[src/rtl/dwd_pkg.sv]
package dwd_pkg;
   typedef enum logic [1:0] {
      CAP_IDLE      = 2'd0,
      CAP_WAIT_FALL = 2'd1,
      CAP_WAIT_RISE = 2'd2
   } cap_state_e;
endpackage

[src/rtl/dwd_edge_sync.sv]
module dwd_edge_sync #(
   parameter int STAGES = 2
) (
   input  logic clk_i,
   input  logic rst_ni,
   input  logic line_i,
   output logic rise_o,
   output logic fall_o
);
   logic [STAGES:0] chain_q;

   generate
      if (STAGES < 2) begin : g_bad_stages
         $error("dwd_edge_sync: STAGES must be at least 2");
      end
      for (genvar i = 0; i <= STAGES; i++) begin : g_stage
         if (i == 0) begin : g_first
            always_ff @(posedge clk_i) begin
               if (!rst_ni) chain_q[0] <= 1'b0;
               else         chain_q[0] <= line_i;
            end
         end else begin : g_next
            always_ff @(posedge clk_i) begin
               if (!rst_ni) chain_q[i] <= 1'b0;
               else         chain_q[i] <= chain_q[i-1];
            end
         end
      end
   endgenerate

   // chain_q[STAGES-1] is the synchronised level, chain_q[STAGES] its previous value
   assign rise_o = chain_q[STAGES-1] & ~chain_q[STAGES];
   assign fall_o = ~chain_q[STAGES-1] & chain_q[STAGES];
endmodule

[src/rtl/dwd_capture.sv]
module dwd_capture
   import dwd_pkg::*;
#(
   parameter int TS_W    = 16,
   parameter int TIMEOUT = 50000
) (
   input  logic            clk_i,
   input  logic            rst_ni,
   input  logic            rise_i,
   input  logic            fall_i,
   output logic            start_o,
   output logic [TS_W-1:0] on_o,
   output logic [TS_W-1:0] per_o,
   output logic            timeout_o
);
   localparam int TO_W = $clog2(TIMEOUT + 1);

   generate
      if (TIMEOUT < 2 || TIMEOUT >= (2 ** TS_W)) begin : g_bad_timeout
         $error("dwd_capture: TIMEOUT must lie in [2, 2**TS_W)");
      end
   endgenerate

   cap_state_e      state_q;
   logic [TS_W-1:0] stamp_q;
   logic [TS_W-1:0] t_rise_q;
   logic [TS_W-1:0] t_fall_q;
   logic [TO_W-1:0] quiet_q;

   always_ff @(posedge clk_i) begin
      if (!rst_ni) stamp_q <= '0;
      else         stamp_q <= stamp_q + 1'b1;
   end

   always_ff @(posedge clk_i) begin
      if (!rst_ni) begin
         state_q   <= CAP_IDLE;
         t_rise_q  <= '0;
         t_fall_q  <= '0;
         quiet_q   <= '0;
         start_o   <= 1'b0;
         on_o      <= '0;
         per_o     <= '0;
         timeout_o <= 1'b0;
      end else begin
         start_o <= 1'b0;
         if (rise_i) begin
            quiet_q   <= '0;
            timeout_o <= 1'b0;
            t_rise_q  <= stamp_q;
            state_q   <= CAP_WAIT_FALL;
            if (state_q == CAP_WAIT_RISE) begin
               start_o <= 1'b1;
               on_o    <= t_fall_q - t_rise_q;
               per_o   <= stamp_q - t_rise_q;
            end
         end else begin
            if (fall_i && state_q == CAP_WAIT_FALL) begin
               t_fall_q <= stamp_q;
               state_q  <= CAP_WAIT_RISE;
            end
            if (quiet_q != TO_W'(TIMEOUT)) quiet_q <= quiet_q + 1'b1;
            if (quiet_q == TO_W'(TIMEOUT - 1)) begin
               state_q   <= CAP_IDLE;
               timeout_o <= 1'b1;
            end
         end
      end
   end

   AST_START_ORDER: assert property (@(posedge clk_i) disable iff (!rst_ni)
      start_o |-> (on_o != '0) && (per_o > on_o));
   AST_TIMEOUT_IDLE: assert property (@(posedge clk_i) disable iff (!rst_ni)
      $rose(timeout_o) |-> state_q == CAP_IDLE);
endmodule

[src/rtl/dwd_frac_div.sv]
module dwd_frac_div #(
   parameter int NUM_W = 16,
   parameter int Q_W   = 16
) (
   input  logic             clk_i,
   input  logic             rst_ni,
   input  logic             start_i,
   input  logic [NUM_W-1:0] num_i,
   input  logic [NUM_W-1:0] den_i,
   output logic             busy_o,
   output logic             done_o,
   output logic [Q_W-1:0]   quot_o
);
   localparam int CNT_W = $clog2(Q_W + 1);

   logic [NUM_W-1:0] rem_q;
   logic [NUM_W-1:0] den_q;
   logic [CNT_W-1:0] left_q;
   logic [NUM_W:0]   trial;
   logic             take;

   assign trial = {rem_q, 1'b0};
   assign take  = trial >= {1'b0, den_q};

   always_ff @(posedge clk_i) begin
      if (!rst_ni) begin
         rem_q  <= '0;
         den_q  <= '0;
         left_q <= '0;
         quot_o <= '0;
         busy_o <= 1'b0;
         done_o <= 1'b0;
      end else begin
         done_o <= 1'b0;
         if (start_i && !busy_o) begin
            rem_q  <= num_i;
            den_q  <= den_i;
            quot_o <= '0;
            left_q <= CNT_W'(Q_W);
            busy_o <= 1'b1;
         end else if (busy_o) begin
            rem_q  <= take ? NUM_W'(trial - {1'b0, den_q}) : trial[NUM_W-1:0];
            quot_o <= {quot_o[Q_W-2:0], take};
            left_q <= left_q - 1'b1;
            if (left_q == CNT_W'(1)) begin
               busy_o <= 1'b0;
               done_o <= 1'b1;
            end
         end
      end
   end

   AST_REM_BOUND: assert property (@(posedge clk_i) disable iff (!rst_ni)
      busy_o |-> rem_q < den_q);
endmodule

[src/rtl/dwd_map.sv]
module dwd_map #(
   parameter int Q_W   = 16,
   parameter int OUT_W = 12
) (
   input  logic [Q_W-1:0]   quot_i,
   input  logic [Q_W-1:0]   offset_i,
   output logic [OUT_W-1:0] code_o
);
   localparam int AW  = Q_W + 3;
   localparam int SW  = Q_W + OUT_W + 6;
   localparam int LOW = ((2 ** Q_W) + 5) / 10;

   logic signed [AW-1:0] adj;
   logic [SW-1:0]        scaled;
   logic [SW-1:0]        shifted;

   always_comb begin
      adj     = signed'(AW'(quot_i)) - signed'(AW'(offset_i)) - signed'(AW'(LOW));
      scaled  = SW'(adj[AW-2:0]) * SW'(5);
      scaled  = scaled << OUT_W;
      scaled  = scaled + (SW'(1) << (Q_W + 1));
      shifted = scaled >> (Q_W + 2);
      if (adj[AW-1] || adj == '0)
         code_o = '0;
      else if (shifted > SW'((2 ** OUT_W) - 1))
         code_o = '1;
      else
         code_o = shifted[OUT_W-1:0];
   end
endmodule

[src/rtl/duty_word_decoder.sv]
module duty_word_decoder #(
   parameter int TS_W        = 16,
   parameter int FRAC_W      = 16,
   parameter int OUT_W       = 12,
   parameter int SYNC_STAGES = 2,
   parameter int TIMEOUT_CYC = 50000
) (
   input  logic              clk_i,
   input  logic              rst_ni,
   input  logic              pwm_i,
   input  logic [FRAC_W-1:0] offset_i,
   output logic [OUT_W-1:0]  code_o,
   output logic              code_vld_o,
   output logic              timeout_o
);
   generate
      if (OUT_W < 1 || OUT_W >= FRAC_W) begin : g_bad_out
         $error("duty_word_decoder: OUT_W must lie in [1, FRAC_W)");
      end
      if (FRAC_W < 4 || TS_W < 4) begin : g_bad_width
         $error("duty_word_decoder: FRAC_W and TS_W must be at least 4");
      end
   endgenerate

   logic              rise, fall;
   logic              start;
   logic [TS_W-1:0]   on_cnt, per_cnt;
   logic              div_busy, div_done;
   logic [FRAC_W-1:0] quot;
   logic [OUT_W-1:0]  mapped;

   dwd_edge_sync #(.STAGES(SYNC_STAGES)) u_sync (
      .clk_i (clk_i), .rst_ni (rst_ni), .line_i (pwm_i),
      .rise_o(rise),  .fall_o (fall)
   );

   dwd_capture #(.TS_W(TS_W), .TIMEOUT(TIMEOUT_CYC)) u_cap (
      .clk_i  (clk_i), .rst_ni (rst_ni), .rise_i (rise), .fall_i (fall),
      .start_o(start), .on_o   (on_cnt), .per_o  (per_cnt),
      .timeout_o(timeout_o)
   );

   dwd_frac_div #(.NUM_W(TS_W), .Q_W(FRAC_W)) u_div (
      .clk_i (clk_i),  .rst_ni (rst_ni), .start_i (start),
      .num_i (on_cnt), .den_i  (per_cnt),
      .busy_o(div_busy), .done_o (div_done), .quot_o (quot)
   );

   dwd_map #(.Q_W(FRAC_W), .OUT_W(OUT_W)) u_map (
      .quot_i(quot), .offset_i(offset_i), .code_o(mapped)
   );

   always_ff @(posedge clk_i) begin
      if (!rst_ni) begin
         code_o     <= '0;
         code_vld_o <= 1'b0;
      end else begin
         code_vld_o <= div_done;
         if (div_done) code_o <= mapped;
      end
   end

   AST_VALID_PULSE: assert property (@(posedge clk_i) disable iff (!rst_ni)
      code_vld_o |=> !code_vld_o);
   AST_CODE_HOLD: assert property (@(posedge clk_i) disable iff (!rst_ni)
      !code_vld_o |-> $stable(code_o));
   AST_DIV_IDLE_ON_DONE: assert property (@(posedge clk_i) disable iff (!rst_ni)
      div_done |-> !div_busy);
endmodule

[config.mk]
export PLATFORM = sky130hd
export DESIGN_NAME = duty_word_decoder
export DESIGN_NICKNAME = d
export VERILOG_FILES = /design/src/rtl/dwd_pkg.sv /design/src/rtl/dwd_edge_sync.sv /design/src/rtl/dwd_capture.sv /design/src/rtl/dwd_frac_div.sv /design/src/rtl/dwd_map.sv /design/src/rtl/duty_word_decoder.sv
export SDC_FILE = /design/constraint.sdc
export NUM_CORES = 1
export LEC_CHECK = 0
export ABC_CLOCK_PERIOD_IN_PS = 14500
export BUFFER_PORTS_ARGS = -buffer_cell sky130_fd_sc_hd__buf_2
export CELL_PAD_IN_SITES_DETAIL_PLACEMENT = 1
export CELL_PAD_IN_SITES_GLOBAL_PLACEMENT = 2
export CORE_ASPECT_RATIO = 1.2
export CORE_MARGIN = 1
export CORE_UTILIZATION = 35
export CTS_CLUSTER_SIZE = 24
export DETAILED_ROUTE_END_ITERATION = 10
export PLACE_DENSITY = 0.82
export SLEW_MARGIN = 20
export SYNTH_ARGS = -nofsm -noshare
export SYNTH_HDL_FRONTEND = slang
export SYNTH_HIERARCHICAL = 1
export SYNTH_SLANG_ARGS = --single-unit
[constraint.sdc]
create_clock -name clk_i -period 14.5 [get_ports clk_i]
set_clock_uncertainty 0.2 [all_clocks]
set_input_delay 2.175 -clock clk_i [delete_from_list [all_inputs] [get_ports clk_i]]
set_output_delay 2.175 -clock clk_i [all_outputs]
set_load 0.005 [all_outputs]
---- Word level (Yosys, flattened, before mapping) ----
Cells that the tools add are included.
word-level totals
  flip-flop bits (word level) ............. 171
  bits of input ports ..................... 19
  output and inout port bits .............. 14
  word-level logic and storage cells ...... 75
cells by class
  add/subtract/negate cells ............... 9
  multipliers ............................. 1
  magnitude comparators ................... 2
  equal/unequal tests ..................... 5
  muxes and demuxes ....................... 15
  bitwise logic cells ..................... 7
  reduce and logical (&&, ||, !) cells .... 14
operators with widths
  kind                                                                                number
  16-bit 2-to-1 mux                                                                   3
  16-bit subtractor                                                                   3
  33-bit by 18-bit adder with 34-bit output (second input constant)                   1
  16-bit by 1-bit adder with 16-bit output (second input constant)                    2
  12-bit 2-to-1 mux                                                                   2
  18-bit by 3-bit multiplier with 21-bit output (second input constant)               1
  19-bit zero test                                                                    1
  19-bit by 14-bit subtractor with 19-bit output (second input constant)              1
  17-bit by 16-bit greater-or-equal comparator with 1-bit output                      1
  16-bit by 16-bit subtractor with 17-bit output                                      1
  16-bit == test (second input constant)                                              1
  16-bit by 12-bit greater-than comparator with 1-bit output (second input constant)  1
  16-bit != test (second input constant)                                              1
  5-bit 2-to-1 mux                                                                    2
  1-bit 2-to-1 mux                                                                    8
  2-bit AND reduction                                                                 3
  3-bit OR reduction                                                                  2
  5-bit by 1-bit == test with 1-bit output (second input constant)                    1
  1-bit inverter                                                                      5
  5-bit by 1-bit subtractor with 5-bit output (second input constant)                 1
  2-bit OR reduction                                                                  2
  3-bit nonzero test                                                                  1
  1-bit bitwise AND                                                                   2
  2-bit by 1-bit == test with 1-bit output (second input constant)                    1
  other kinds (5)                                                                     6

---- Depth between registers and ports, before layout ----
Gate-level depths: netlist of the first run.
  depth in word-level cells ............... 7
  gate-level depth with buffers ........... 29
  gate-level depth less buffers ........... 27

---- Cells and area by module ----
Netlist of the first run, hierarchy kept.
modules (own cells, without submodules)
  module             times used  cells each  area an instance (µm²)  seq. area each (µm²)
  dwd_capture        1           646         5263.8                  2001.9
  dwd_frac_div       1           391         3326.9                  1101.1
  dwd_map            1           376         2738.9                  0.0
  duty_word_decoder  1           41          498.0                   260.2
  dwd_edge_sync      1           8           91.3                    60.1

---- Worst setup path after synthesis of the first run ----
No wires, ideal clock.
  kind .................................... input port to flip-flop
  start point ............................. input offset_i[0]
  end point ............................... register code_o[11]
  setup time .............................. 65 ps
  arrival ................................. 7851 ps
  data required time ...................... 14235 ps
  setup slack ............................. 6384 ps
  cell stages on the path ................. 27
  path buffers ............................ 2
  path through ............................ ha_1 > inv_1 > fa_1 > xnor2_1 > ha_1 > nor2_1 > and3_1 > o22a_1 > or3_1 > o311ai_2 > xnor2_1 > ha_1 > ha_1 > and4_1 > inv_1 > o31a_1 > o311a_4 > or4_1 > buf_2 > or2_4 > and3_1 > a31oi_1 > nor3_1 > buf_6 > a21oi_1 > mux2i_1 > nor2b_1
on the way
  cells in the longest elaborated chain, start to end .. 7
  elaborated cells on any way between the ends .. 9
  classes of those cells .................. add/sub (3); mul (1); order compare (1); mux (2); reduce/logical (2)
ends and longest elaborated chain
  element                                                     RTL line                 text
  from (decl)                                                 duty_word_decoder.sv:11  input logic [FRAC_W-1:0] offset_i,
  16-bit by 16-bit subtractor with 17-bit output *            dwd_map.sv:18            adj = signed'(AW'(quot_i)) - signed'(AW'(offset_i)) - signed'(AW'(LOW));
  19-bit by 14-bit subtractor with 19-bit output *            dwd_map.sv:18
  18-bit by 3-bit multiplier with 21-bit output               dwd_map.sv:19            scaled = SW'(adj[AW-2:0]) * SW'(5);
  33-bit by 18-bit adder with 34-bit output                   dwd_map.sv:21            scaled = scaled + (SW'(1) << (Q_W + 1));
  16-bit by 12-bit greater-than comparator with 1-bit output  dwd_map.sv:25            else if (shifted > SW'((2 ** OUT_W) - 1))
  12-bit 2-to-1 mux                                           dwd_map.sv:25
  12-bit 2-to-1 mux *                                         dwd_map.sv:23            if (adj[AW-1] || adj == '0)
  named net mapped[11]                                        duty_word_decoder.sv:30  logic [OUT_W-1:0] mapped;
  to (signal assigned)                                        duty_word_decoder.sv:59  if (div_done) code_o <= mapped;
  to (decl)                                                   duty_word_decoder.sv:12  output logic [OUT_W-1:0] code_o,
Mark *: on every way through the listed nets, which the timed path passes. The rest lies on a longest branch.
A chain may end at the register's enable or synchronous reset.

---- Final worst setup path of the first run ----
Same ends and word-level chain as after synthesis.

==> results.ini, run 1 <==
[floorplan]
die_x_um=170
io_pins=33
die_h_um=204
core_area_um2=33300
die_area_um2=34800
initial_core_util=0.358
rows=73

[global_routing]
use_met1=0.228
grt_max_degree=50
grt_pass1_vias=10500
grt.busiest_layer=met2
track_usage=0.189
antenna_found_initial=0
use_met3=0.0232
grt_pass1_wl_mm=53.2
overflow=0
use_met2=0.338

[critical_path]
crit_slowest_cell=nor3_2
path_depth=26
crit_arrival_ns=9.20
cp_data_required_time_ns=14.65
r2r_cells=26
crit_path_frequent_cell=ha_1
cp_num_buf_inv=3
endpoint_kind=register
critical-path-top-delay-family=simple AND/OR/NAND/NOR gates
critical_path.max_fanout=12
crit_path_start_kind=input port
max_stage_delay_ns=0.80
path_class=input port to register

[synth]
synth_mux_area_frac=0.0570
syn_nets=1578
synth_top_family_by_area=simple AND/OR/NAND/NOR gates
synth_warnings=6
yosys.area_share.simple=0.217
synth_top_area_frac=0.287
synth-main-ff-cell=dfxtp_1
synth_xor_area_frac=0.0746
ys_ff_latch=171
postSynthAreaPerCell_um2=8.15
yosys.area.top_type=dfxtp_1
synth_edf_count=0
synth_compound_area_frac=0.209
yosysSeqAreaShare=0.287
synth_area_um2=11900
synthAdderAreaFrac=0.104
async_reset_ff_frac=0
synth.most_common_cell=dfxtp_1
netlist_instances=1462
synth_common_cells=dfxtp_1, nand2_1, nor2_1
synth.distinct_cells=97
synthTopCellsByArea=dfxtp_1, ha_1, mux2i_1, nand2_1, nor2_1

[timing]
clock.fmax_mhz=111
relSlewSlack=0.306
tns_ns=0
slew_violations=0
fin_hold_ws_ns=0.242
setup_viol=0
fin_crit_sh=0.624
period_minus_slack_ns=9.04
worstMarginPinSlew_ns=1.03
hold_violations=0
rsz0062_at_grt=no
finalWorstSetupSlack_ns=5.46

[clock_tree]
cts_resized=0
cts_sinks=171
cts_hold_buf=0
cts_buffers=17
cts.clk_slew.worst_paths_ns=0.07
cts_tree=yes
cts-root-buf=clkbuf_16
clockBufferDepth=2
post_cts_buffers=0
clock_latency_ns=0.46
htreeDepth=4

[routing]
antenna_left=0
via_count=10300
drc=0
drtIter0Drc=422
totalWireLength_mm=31.2
vias_per_cell=5.36
wl_per_cell_um=16.2
dr.pass1.iters=4

[worst_hold_path]
worstHoldPathType=register to register
holdPathStages=1

[final_layout]
area_delta_synth_final_pct=9.07
nFillCells=4036
fin_nets=1577
num_antenna_cells=0
final_layout_size_suffix_gt1_frac=0.0862
fin_area_um2=13000

[placed_design]
routabilityCongestion=0.836
io_buffers=32
dpl_cell_area_um2=12400
place_hpwl_mm=23.7
place_ws_ns=5.00

[pwr]
p_leak_nw=5.08
p_per_area_nw_per_um2=94.0
power_mw=1.22
ir_drop_v=0.0000787

[run_status]
status=complete, no violations

[run]
cap_violations=0

[registers in the layout, summed over array words and instances, names as in the netlist]
register         count
code_o              12
code_vld_o           1
u_cap/on_o          16
u_cap/per_o         16
u_cap/quiet_q       16
u_cap/stamp_q       16
u_cap/start_o        1
u_cap/state_q        2
u_cap/t_fall_q      16
u_cap/t_rise_q      16
u_cap/timeout_o      1
u_div/busy_o         1
u_div/den_q         16
u_div/done_o         1
u_div/left_q         5
u_div/quot_o        16
u_div/rem_q         16
u_sync/chain_q       3
[through the flow]
| stage | std cells | utilization |
|---|---|---|
| after global routing | 1924 | 0.390 |
| after detailed placement | 1892 | 0.373 |
| after floorplan | 1462 | - |
| final | 1924 | 0.390 |
| after global placement | 1892 | 0.373 |
| after CTS | 1924 | 0.390 |
[per-layer routing]
metal | share of wire | vias up | wire (um)
li1 | - | 5235 | -
met1 | 0.46 | 4945 | 14300
met2 | 0.50 | 95 | 15600
met3 | 0.019 | 40 | 592
met4 | 0.023 | 0 | 728
met5 | 0 | - | 0
[final cells by class]
class,instances,area (um2),share of cell area
clock buffers,18,439,0.0338
clock inverters,14,123,0.00943
inverters,81,304,0.0234
multi-input cells,1147,7900,0.608
flip-flops and latches,171,3420,0.263
well taps,450,563,0.0433
repair buffers,43,243,0.0187
[path summary, 6_finish.rpt]
check                           slack (ns)                         start                      endpoint
worst max-delay path                  5.46                   offset_i[0]       code_o[11]$_SDFFE_PN0P_
worst min-delay path                  0.24  u_sync/chain_q[0]$_SDFF_PN0_  u_sync/chain_q[1]$_SDFF_PN0_
worst max register to register        6.87  u_div/quot_o[0]$_SDFFE_PP0P_       code_o[11]$_SDFFE_PN0P_
worst min register to register        0.24  u_sync/chain_q[0]$_SDFF_PN0_  u_sync/chain_q[1]$_SDFF_PN0_
[cell families (layout without fill, tap and decap cells)]
kind of cell / count (synthesis) / in the layout
flip-flops: 171 / 171
AND/OR/NAND/NOR: 524 / 524
multiplexers: 67 / 67
XOR/XNOR: 100 / 100
adder cells (fa/ha/maj): 97 / 97
AO/OA/AOI/OAI: 359 / 359
buffers and inverters: 144 / 156
[power by group]
| group | total (mW) | internal [mW] | switching (mW) | leakage (nW) |
|---|---|---|---|---|
| logic | 0.295 | 0.115 | 0.181 | 3.42 |
| registers | 0.474 | 0.471 | 0.00283 | 1.38 |
| clock network | 0.453 | 0.231 | 0.222 | 0.276 |
| total | 1.22 | 0.817 | 0.405 | 5.08 |
[placed cells by master (no fill, tap or decap), types with 8 or more instances in the layout]
| cell | synthesis | routed |
|---|---|---|
| a31oi_1 | 17 | 17 |
| o21ai_1 | 11 | 11 |
| and3_1 | 15 | 15 |
| o31ai_1 | 16 | 16 |
| dfxtp_1 | 171 | 170 |
| or3_1 | 15 | 15 |
| and2_1 | 10 | 10 |
| inv_1 | 79 | 78 |
| nor4_1 | 8 | 8 |
| a21oi_2 | 9 | 9 |
| ha_1 | 93 | 93 |
| o211ai_1 | 12 | 12 |
| o21ai_0 | 53 | 53 |
| nor2b_1 | 24 | 23 |
| nand3b_1 | 8 | 8 |
| mux2i_1 | 60 | 60 |
| buf_4 | 1 | 11 |
| a21oi_1 | 91 | 91 |
| clkbuf_16 | 0 | 17 |
| nand2b_1 | 11 | 11 |
| xnor2_1 | 58 | 58 |
| a211oi_1 | 19 | 19 |
| a21o_1 | 24 | 24 |
| a21boi_0 | 17 | 17 |
| nor3_1 | 33 | 32 |
| xor2_1 | 41 | 41 |
| or4_1 | 8 | 8 |
| o21a_1 | 17 | 17 |
| nand2_1 | 153 | 153 |
| nand3_1 | 48 | 48 |
| nand4_1 | 16 | 16 |
| buf_2 | 12 | 32 |
| nor2_1 | 139 | 139 |
Note: power is estimated with default switching activity, not from simulation.
==> run 2, diff against run 1 <==
Settings changed: ABC_AREA from default to 1, ABC_CLOCK_PERIOD_IN_PS 14500 to 9500, PLACE_DENSITY 0.82 to 0.88.
Clock period 14.5 ns to 9.5 ns, I/O delays scaled along.
==> run 2 against run 1 <==
Effect of this change: global-route usage up 1.9 points; synthesized cell count up 39%; register-to-register slack lost 2.8 ns; routed wire length grew 20%; utilization decreased by 0.12 points; flip-flop and latch count unchanged; critical path type unchanged; critical endpoint unchanged; highest routed layer unchanged.
==> results.ini, run 2 <==
[synth]
synth_common_cells=nand2_1, inv_1, dfxtp_1
yosysSeqAreaShare=0.264  ; -0.0233
ys_ff_latch=171  ; unchanged
synthTopCellsByArea=dfxtp_1, nand2_1, inv_1, ha_1, a21oi_1
synth_top_area_frac=0.264  ; -0.0233
postSynthAreaPerCell_um2=6.36  ; -22%
async_reset_ff_frac=0  ; unchanged
synth_warnings=6  ; unchanged
syn_nets=2154  ; +37%
synth_edf_count=0  ; unchanged
synth_area_um2=13000  ; +8.8%
synth-main-ff-cell=dfxtp_1
yosys.area.top_type=dfxtp_1
synth.distinct_cells=51  ; -47%
netlist_instances=2038  ; +39%
synth.most_common_cell=nand2_1

[clock_tree]
post_cts_buffers=0  ; unchanged
cts_sinks=171  ; unchanged
cts_buffers=17  ; unchanged
clockBufferDepth=2  ; unchanged
cts-root-buf=clkbuf_16
cts_hold_buf=0  ; unchanged
htreeDepth=4  ; unchanged
cts.clk_slew.worst_paths_ns=0.07  ; about the same
clock_latency_ns=0.44  ; -0.02 ns
cts_resized=0  ; unchanged
cts_tree=yes

[routing]
via_count=12500  ; +21%
drtIter0Drc=579  ; +37%
antenna_left=0  ; unchanged
totalWireLength_mm=37.4  ; +20%
dr.pass1.iters=5  ; +1
wl_per_cell_um=14.7  ; -9.1%
vias_per_cell=4.94  ; -7.9%
drc=0  ; unchanged

[global_routing]
track_usage=0.208  ; +0.0188
antenna_found_initial=1  ; +1
grt.busiest_layer=met2
overflow=0  ; unchanged
grt_pass1_wl_mm=63.1  ; +19%
grt_pass1_vias=13100  ; +24%
use_met1=0.239  ; +0.0111
grt_max_degree=63  ; +26%
use_met2=0.392  ; +0.0536
use_met3=0.0260  ; +0.00276

[final_layout]
fin_nets=2169  ; +38%
final_layout_size_suffix_gt1_frac=0.0915  ; +0.00532
fin_area_um2=14100  ; +8.3%
final_cell_mix=nand2_1, inv_1, dfxtp_1, nor2_1, a21oi_1
area_delta_synth_final_pct=8.58
fin_cells=2535  ; +32%
final_common_cell=nand2_1

[timing]
fin_crit_sh=0.644
slew_violations=0  ; unchanged
relSlewSlack=0.343  ; +0.0370
finalWorstSetupSlack_ns=3.38  ; -2.08 ns
period_minus_slack_ns=6.12
clock.fmax_mhz=163
tns_ns=0  ; unchanged
worstMarginPinSlew_ns=0.984  ; -0.0510 ns
setup_viol=0  ; unchanged
rsz0062_at_grt=no
hold_violations=0  ; unchanged

[floorplan]
io_pins=33  ; unchanged
core_area_um2=36200  ; +8.7%
die_x_um=178  ; +4.3%
initial_core_util=0.358  ; +0.000510
die_area_um2=37800  ; +8.7%
die_h_um=213  ; +4.3%
rows=76  ; +4.1%

[critical_path]
crit_path_start_kind=input port
cp_data_required_time_ns=9.64  ; -5.01 ns
endpoint_kind=register
critical_path.max_fanout=12  ; unchanged
crit_path_frequent_cell=nand2_1
max_stage_delay_ns=0.45  ; -0.35 ns
crit_slowest_cell=fa_1
path_class=input port to register
crit_arrival_ns=6.26  ; -2.94 ns
critical-path-top-delay-family=simple AND/OR/NAND/NOR gates
cp_num_buf_inv=5  ; +2

[pwr]
ir_drop_v=0.000130  ; +65%
p_per_area_nw_per_um2=132  ; +41%
p_leak_nw=7.05  ; +39%

[placed_design]
dpl_cell_area_um2=13500  ; +8.6%
io_buffers=32  ; unchanged
place_ws_ns=2.92  ; -2.07 ns
routabilityCongestion=0.868  ; +3.9%
place_hpwl_mm=30.1  ; +27%
dp_cells=2502  ; +32%

[run_status]
status=complete, no violations

[run]
cap_violations=0  ; unchanged

[worst_hold_path]
worstHoldPathType=register to register

==> run 2: cell types whose count changed in the layout (fill, tap and decap cells not counted), sizes merged, moves of 18 or more <==
| cell | previous run | this run |
|---|---|---|
| a21oi | 101 | 144 |
| a21o | 24 | 1 |
| inv | 90 | 381 |
| xnor2 | 58 | 17 |
| nor2 | 139 | 192 |
| mux2i | 60 | 0 |
| o31ai | 18 | 0 |
| nand2 | 154 | 602 |
| nand3 | 48 | 144 |
| nor2b | 25 | 0 |
==> run 2: path summary, 6_finish.rpt <==
| check | start | slack, ns | endpoint | cells after the start |
|---|---|---|---|---|
| hold reg to reg | u_sync/chain_q[0]$_SDFF_PN0_ | 0.22 | u_sync/chain_q[1]$_SDFF_PN0_ | 2 |
| setup / recovery | offset_i[0] | 3.38 | code_o[11]$_SDFFE_PN0P_ | 35 |
| hold / removal | u_sync/chain_q[0]$_SDFF_PN0_ | 0.22 | u_sync/chain_q[1]$_SDFF_PN0_ | 2 |
| setup reg to reg | u_div/quot_o[0]$_SDFFE_PP0P_ | 4.07 | code_o[11]$_SDFFE_PN0P_ | 35 |
==> run 2: area by class of cell <==
cell class                      instances  area, um2
Antenna cell                            1       2.50
Clock buffer                           18        429
Clock inverter                         14        150
Fill cell                            4811      22100
Inverter                              372       1400
Multi-Input combinational cell       1454       7900
Sequential cell                       171       3420
Tap cell                              468        586
Timing Repair Buffer                   37        198
==> run 2: routing by layer <==
layer / wire length [um] / vias to the layer above
met3: 719 / 43
met5: 0 / -
met1: 16600 / 5915
met4: 879 / 0
li1: - / 6455
met2: 19200 / 104
==> run 2: kinds of logic (layout without fill, tap and decap cells) <==
logic type      Yosys count  in the layout  synth area share
simple gates           1026           1026             0.356
buf+inv                 413            441             0.127
compound gates          289            289             0.128
flops                   171            171             0.264
fa+ha+maj                97             97            0.0959
xor+xnor                 42             42            0.0289
other cells               0              1                 0
==> run 2: where the power goes <==
group / switching (mW) / total (mW) / leakage, nW / internal (mW)
Combinational: 0.298 / 0.437 / 5.39 / 0.139
Clock: 0.332 / 0.705 / 0.276 / 0.373
Sequential: 0.00346 / 0.723 / 1.38 / 0.720
==> run 2: worst register-to-register path, delay by kind of cell, from the launching register on <==
| family | cells | cell delay (ns) |
|---|---|---|
| AO/OA/AOI/OAI | 4 | 0.70 |
| XOR/XNOR | 2 | 0.51 |
| adder cells (fa/ha/maj) | 4 | 1.11 |
| buffers and inverters | 5 | 0.36 |
| flip-flops | 1 | 0.33 |
| AND/OR/NAND/NOR | 20 | 2.13 |
==> run 2: stage by stage <==
step | hold WS [ns] | utilization | total power [mW]
after floorplan | 0.190 | - | 1.08
after global placement | 0.204 | 0.373 | 1.17
after detailed placement | 0.211 | 0.373 | 1.18
after CTS | 0.230 | 0.389 | 1.89
after global routing | 0.250 | 0.389 | 1.99
final | 0.224 | 0.389 | 1.87
